<file path="config.mk">
export PLATFORM = sky130hd
export DESIGN_NAME = bct_acc_adder
export DESIGN_NICKNAME = d
export VERILOG_FILES = /design/src/rtl/bct_pkg.sv /design/src/rtl/bct_digit_add.sv /design/src/rtl/bct_negate.sv /design/src/rtl/bct_ripple_add.sv /design/src/rtl/bct_acc_adder.sv
export SDC_FILE = /design/constraint.sdc
export NUM_CORES = 1
export LEC_CHECK = 0
export ABC_CLOCK_PERIOD_IN_PS = 11950
export BUFFER_PORTS_ARGS = -buffer_cell sky130_fd_sc_hd__clkbuf_2
export CAP_MARGIN = 20
export CORE_AREA = 4 4 61 63
export DETAILED_ROUTE_END_ITERATION = 10
export DIE_AREA = 0 0 65 67
export GPL_TIMING_DRIVEN = 0
export MAX_ROUTING_LAYER = met4
export PLACE_DENSITY = 0.67
export SLEW_MARGIN = 10
export SYNTH_ARGS = -nofsm -noshare
export SYNTH_HDL_FRONTEND = slang
export SYNTH_SLANG_ARGS = --single-unit
export TNS_END_PERCENT = 1
</file>
<file path="constraint.sdc">
create_clock -name clk_i -period 11.95 [get_ports clk_i]
set_clock_uncertainty 0.05 [all_clocks]
set_input_delay 1.195 -clock clk_i [delete_from_list [all_inputs] [get_ports clk_i]]
set_output_delay 1.195 -clock clk_i [all_outputs]
set_load 0.03 [all_outputs]
</file>
<file path="src/rtl/bct_pkg.sv">
package bct_pkg;
  typedef logic [1:0] trit_t;

  localparam trit_t TRIT_NEG  = 2'b10;
  localparam trit_t TRIT_ZERO = 2'b00;
  localparam trit_t TRIT_POS  = 2'b01;

  function automatic logic signed [2:0] trit_val(trit_t t);
    case (t)
      TRIT_POS: trit_val = 3'sd1;
      TRIT_NEG: trit_val = -3'sd1;
      default:  trit_val = 3'sd0;
    endcase
  endfunction

  function automatic trit_t trit_flip(trit_t t);
    trit_flip = {t[0], t[1]};
  endfunction
endpackage

</file>
<file path="src/rtl/bct_digit_add.sv">
module bct_digit_add
  import bct_pkg::*;
(
  input  trit_t a_i,
  input  trit_t b_i,
  input  trit_t c_i,
  output trit_t s_o,
  output trit_t c_o
);
  logic signed [2:0] tot;

  always_comb begin
    tot = trit_val(a_i) + trit_val(b_i) + trit_val(c_i);
    case (tot)
      3'sd3:  begin s_o = TRIT_ZERO; c_o = TRIT_POS;  end
      3'sd2:  begin s_o = TRIT_NEG;  c_o = TRIT_POS;  end
      3'sd1:  begin s_o = TRIT_POS;  c_o = TRIT_ZERO; end
      -3'sd1: begin s_o = TRIT_NEG;  c_o = TRIT_ZERO; end
      -3'sd2: begin s_o = TRIT_POS;  c_o = TRIT_NEG;  end
      -3'sd3: begin s_o = TRIT_ZERO; c_o = TRIT_NEG;  end
      default: begin s_o = TRIT_ZERO; c_o = TRIT_ZERO; end
    endcase
  end
endmodule

</file>
<file path="src/rtl/bct_negate.sv">
module bct_negate
  import bct_pkg::*;
#(
  parameter int W = 5,
  localparam int TW = 2 * W
) (
  input  logic          en_i,
  input  logic [TW-1:0] word_i,
  output logic [TW-1:0] word_o
);
  for (genvar k = 0; k < W; k++) begin : g_trit
    assign word_o[2*k +: 2] = en_i ? trit_flip(word_i[2*k +: 2]) : word_i[2*k +: 2];
  end
endmodule

</file>
<file path="src/rtl/bct_ripple_add.sv">
module bct_ripple_add
  import bct_pkg::*;
#(
  parameter int W = 5,
  localparam int TW = 2 * W
) (
  input  logic [TW-1:0] a_i,
  input  logic [TW-1:0] b_i,
  output logic [TW-1:0] s_o,
  output trit_t         c_o
);
  trit_t cy [W+1];

  assign cy[0] = TRIT_ZERO;

  for (genvar k = 0; k < W; k++) begin : g_dig
    bct_digit_add u_dig (
      .a_i (a_i[2*k +: 2]),
      .b_i (b_i[2*k +: 2]),
      .c_i (cy[k]),
      .s_o (s_o[2*k +: 2]),
      .c_o (cy[k+1])
    );
  end

  assign c_o = cy[W];
endmodule

</file>
<file path="src/rtl/bct_acc_adder.sv">
module bct_acc_adder
  import bct_pkg::*;
#(
  parameter int W = 5,
  localparam int TW = 2 * W
) (
  input  logic          clk_i,
  input  logic          rst_ni,
  input  logic          en_i,
  input  logic          sub_i,
  input  logic [TW-1:0] bus_i,
  output logic [TW-1:0] acc_o,
  output logic [TW-1:0] sum_o,
  output logic [1:0]    carry_o,
  output logic          zero_o
);
  logic [TW-1:0] opb;
  logic [TW-1:0] acc_q;

  bct_negate #(.W(W)) u_neg (
    .en_i   (sub_i),
    .word_i (bus_i),
    .word_o (opb)
  );

  bct_ripple_add #(.W(W)) u_add (
    .a_i (acc_q),
    .b_i (opb),
    .s_o (sum_o),
    .c_o (carry_o)
  );

  // top carry is discarded on write-back
  always_ff @(posedge clk_i or negedge rst_ni) begin
    if (!rst_ni)   acc_q <= '0;
    else if (en_i) acc_q <= sum_o;
  end

  assign acc_o  = acc_q;
  assign zero_o = ~|sum_o;
endmodule

</file>
==> impl_metrics.ini, run 1 <==
[status]
status = completed

[floorplan]
dieHeight_microns = 67
rows = 21
die_w_microns = 65
core_sq_um = 3230
ioPinCount = 37
initial_core_util = 0.424
fp.dieArea_sq_um = 4360

[global_route]
track_usage = 0.142
grt_start_max_net_pins = 11
antenna_found_initial = 0
grt_overflow = 0
grt_pass1_wl_microns = 4610
grt_pass1_vias = 1084

[sta]
max_freq_mhz = 94.8
tns_ns = 0
drv_slew = 0
slew_headroom = 0.571
hold_viol = 0
tightest_slew_ns = 0.643
period_share = 0.882
rsz0062_at_grt = false
fin_crit_ns = 10.55
setup_viol = 0

[drt]
wire_per_inst_microns = 11.6
met2_length_microns = 1330
vias_per_cell = 4.74
wl_met3_microns = 129
dr.pass1.iters = 3
drc = 0
dr.max_layer_used = met4
ant_nets = 0
drtIter0Drc = 24
vias = 1057
drt-met1-wl_microns = 1130
wirelength_microns = 2600

[final_layout]
fin_nets = 219
final_layout_size_suffix_gt1_frac = 0.373
largest_register_ff_count = 10
area_growth_pct = 19.6
utilization = 0.507
final_area_sq_um = 1640
final_cell_mix = 35 x clkbuf_2, 24 x inv_1, 18 x ha_1
antennaDiodeCount = 0
nFillCells = 326
final_common_cell = clkbuf_2

[place]
dp_hpwl_microns = 2310
port_buffers = 35
gp_congestion = 0.762
placed_area_sq_um = 1600

[synthesis]
synth_area_per_cell_sq_um = 9.93
synth_top_cell_by_area = dfrtp_1
synthCells = 138
synth_cell_type_count = 26
syn-num-nets = 179
synth_warnings = 0
async_reset_ff_frac = 1.00
ys_ff_latch = 10
synth_edf_count = 0
yosysSeqAreaShare = 0.183
ys.flop_type = dfrtp_1
synth_top_area_frac = 0.183
netlist_area_sq_um = 1370
synth_area_leaders = dfrtp_1 18%, ha_1 16%, fa_1 13%

[clock_tree]
cts_buffers = 3
clock_latency_ns = 0.27
path_clk_slew_ns = 0.07
cts_resized = 0
cts.sinks = 10
htree_levels = 1
clk_path_buf_depth = 2
post-cts-setup-buffers = 0
cts_tree = yes
cts-root-buf = clkbuf_4
ctsHoldBuffers = 0

[worst_setup_path]
cpMaxStageDelayCell = fa_1
critPathKind = in -> out
cp.required_ns = 10.71
worst-path-max-fanout = 10
worstSetupEndpointType = primary output
cpMostUsedCell = ha_1
crit_arrival_ns = 9.30
start_kind = input port
cp_num_buf_inv = 6
path_delay_family = adder cells
crit_path_max_incr_delay_ns = 0.60

[run]
maxCapViolations = 0

[hold_path]
min_path_type = reg -> reg
-- synthesized netlist by cell type (2+ instances only) --
cell type  instances
xnor3_2            4
or2_2              4
and2_1             4
o22ai_1            2
a21oi_1            8
xnor2_1            6
fa_1               9
nand2_1           12
nor2_1             6
mux2i_1            4
clkbuf_1           2
mux2_2            13
dfrtp_1           10
ha_1              18
inv_1             24
xor2_1             2
-- final cells by class --
type / count / area (sq um) / share of cell area
Buffer: 2 / 7.51 / 0.00458
Clock buffer: 4 / 36.3 / 0.0221
Inverter: 24 / 90.1 / 0.0550
Multi-Input combinational cell: 102 / 1020 / 0.624
Sequential cell: 10 / 250 / 0.153
Tap cell: 46 / 57.6 / 0.0351
Timing Repair Buffer: 35 / 175 / 0.107
-- cell families (layout without fill, tap and decap cells) --
logic type	count (synthesis)	count (layout)	share of synthesized area
flops	10	10	0.183
mux	17	17	0.136
xor+xnor	12	12	0.121
compound gates	14	14	0.0721
simple gates	32	32	0.121
buf+inv	26	65	0.0712
fa+ha+maj	27	27	0.296
-- per-stage QoR --
stage	setup WS, ns	cells	hold slack (ns)
6_report	1.40	223	0.492
5_1_grt	0.829	223	0.525
4_1_cts	1.33	223	0.498
2_1_floorplan	1.85	138	0.649
3_3_place_gp	1.52	219	0.470
3_5_place_dp	1.36	219	0.482
-- final timing paths --
check / slack [ns] / cells past startpoint / to / start
hold / removal: 0.49 / 1 / acc_o[1] / acc_o[1]
setup reg to reg: 3.74 / 33 / acc_o[9] / acc_o[0]
setup / recovery: 1.40 / 34 / zero_o / sub_i
hold reg to reg: 0.49 / 1 / acc_o[1] / acc_o[1]
max in group asynchronous: 10.91 / 1 / acc_o[5] / rst_ni
min in group asynchronous: 0.73 / 1 / acc_o[0] / rst_ni
-- per-layer routing --
metal,track usage,vias to the layer above
met4,0.0158,0
li1,-,531
met2,0.264,25
met5,-,-
met3,0.0371,2
met1,0.156,499
Power of run 1 is not shown: default switching activity piles up to over one toggle a cycle in this logic, so the estimate is an artifact.
==> run 2, diff against run 1 <==
CELL_PAD_IN_SITES_DETAIL_PLACEMENT = 0   (was default)
CELL_PAD_IN_SITES_GLOBAL_PLACEMENT = 1   (was default)
CORE_AREA = 4 4 64 66   (was 4 4 61 63)
DIE_AREA = 0 0 68 70   (was 0 0 65 67)
PLACE_DENSITY = default   (was 0.67)
PLACE_DENSITY_LB_ADDON = 0.1   (was default)
==> impl_metrics.ini, run 2 (synthesized netlist as in run 1, its figures left out) <==
[worst_setup_path]
reg2reg_to = acc_o[9]
cpMostUsedCell = ha_1
crit_path_max_incr_delay_ns = 0.60
r2r_start = acc_o[0]
start_kind = input port
endpoint = zero_o
cpMaxStageDelayCell = fa_1
cp.required_ns = 10.71
rr_worst_depth = 33
critPathKind = in -> out
regToRegSetupSlack_ns = 3.76
crit_arrival_ns = 9.29
worst-path-max-fanout = 10
worstSetupEndpointType = primary output
cp-startpoint = sub_i

[floorplan]
initial_core_util = 0.383
rows = 22
core_sq_um = 3580
ioPinCount = 37
die_w_microns = 68
fp.dieArea_sq_um = 4760
dieHeight_microns = 70

[clock_tree]
cts_buffers = 3
cts_resized = 0
ctsHoldBuffers = 0
cts_tree = yes
cts.sinks = 10
htree_levels = 1
clk_path_buf_depth = 2
post-cts-setup-buffers = 0
cts-root-buf = clkbuf_4
path_clk_slew_ns = 0.07
clock_latency_ns = 0.27

[drt]
vias = 1028
ant_nets = 0
drtIter0Drc = 14
drc = 0
dr.pass1.iters = 4
vias_per_cell = 4.57
wire_per_inst_microns = 11.2
wirelength_microns = 2530

[global_route]
track_usage = 0.122
grt_start_max_net_pins = 11
grt_pass1_vias = 1055
grt_overflow = 0
grt_pass1_wl_microns = 4420
antenna_found_initial = 0

[final_layout]
antennaDiodeCount = 0
seq_area_sq_um = 250
largest_register_ff_count = 10
fin_nets = 219
final_cells = 225
final_cell_mix = 35 x clkbuf_2, 24 x inv_1, 18 x ha_1
final_common_cell = clkbuf_2
final_layout_size_suffix_gt1_frac = 0.373
multi_input_comb_area_sq_um = 1020
area_growth_pct = 19.8
nFillCells = 369

[sta]
max_freq_mhz = 94.9
hold_viol = 0
tightest_slew_ns = 0.633
drv_slew = 0
fin_crit_ns = 10.53
tns_ns = 0
slew_headroom = 0.578
setup_viol = 0
rsz0062_at_grt = false
period_share = 0.882

[status]
status = completed

[place]
gp_congestion = 0.687
dp.cells = 221
dp_hpwl_microns = 2180
port_buffers = 35

[hold_path]
worst_hold_path.num_cells = 1
min_path_type = reg -> reg

[run]
maxCapViolations = 0
-- run 2: final cells by class --
cell class                      count  share of cell area
Sequential cell                    10               0.152
Buffer                              2             0.00457
Clock buffer                        4              0.0221
Tap cell                           48              0.0366
Inverter                           24              0.0549
Multi-Input combinational cell    102               0.623
Timing Repair Buffer               35               0.107
-- run 2: worst min path at each step --
stage          slack (ns)      from       end
3_5_place_dp         0.48  acc_o[8]  acc_o[8]
2_1_floorplan        0.65  acc_o[0]  acc_o[0]
6_report             0.49  acc_o[5]  acc_o[5]
4_1_cts              0.50  acc_o[8]  acc_o[8]
5_1_grt              0.52  acc_o[8]  acc_o[8]
3_3_place_gp         0.47  acc_o[4]  acc_o[4]
-- run 2: metal layers --
metal	GRT usage	vias up	routed length (microns)
met5	-	-	0
met4	0.0132	0	8
met3	0.0386	2	111
met2	0.196	21	1240
met1	0.155	472	1160
li1	-	533	-
-- run 2: worst max-delay path, delay by kind of cell --
family	cells	cell delay [ns]
fa+ha+maj	13	4.53
simple gates	8	1.59
buf+inv	6	0.92
xor+xnor	3	0.56
compound gates	4	0.50
-- run 2: through the flow --
step	cell area (sq um)	hold WS, ns	setup slack [ns]	utilization
after floorplan	1370	0.649	1.85	-
after global placement	1610	0.469	1.45	0.449
after detailed placement	1610	0.482	1.30	0.449
after CTS	1640	0.501	1.28	0.459
after global routing	1640	0.518	0.889	0.459
final	1640	0.492	1.42	0.459
Power of run 2 is left out for the same reason.
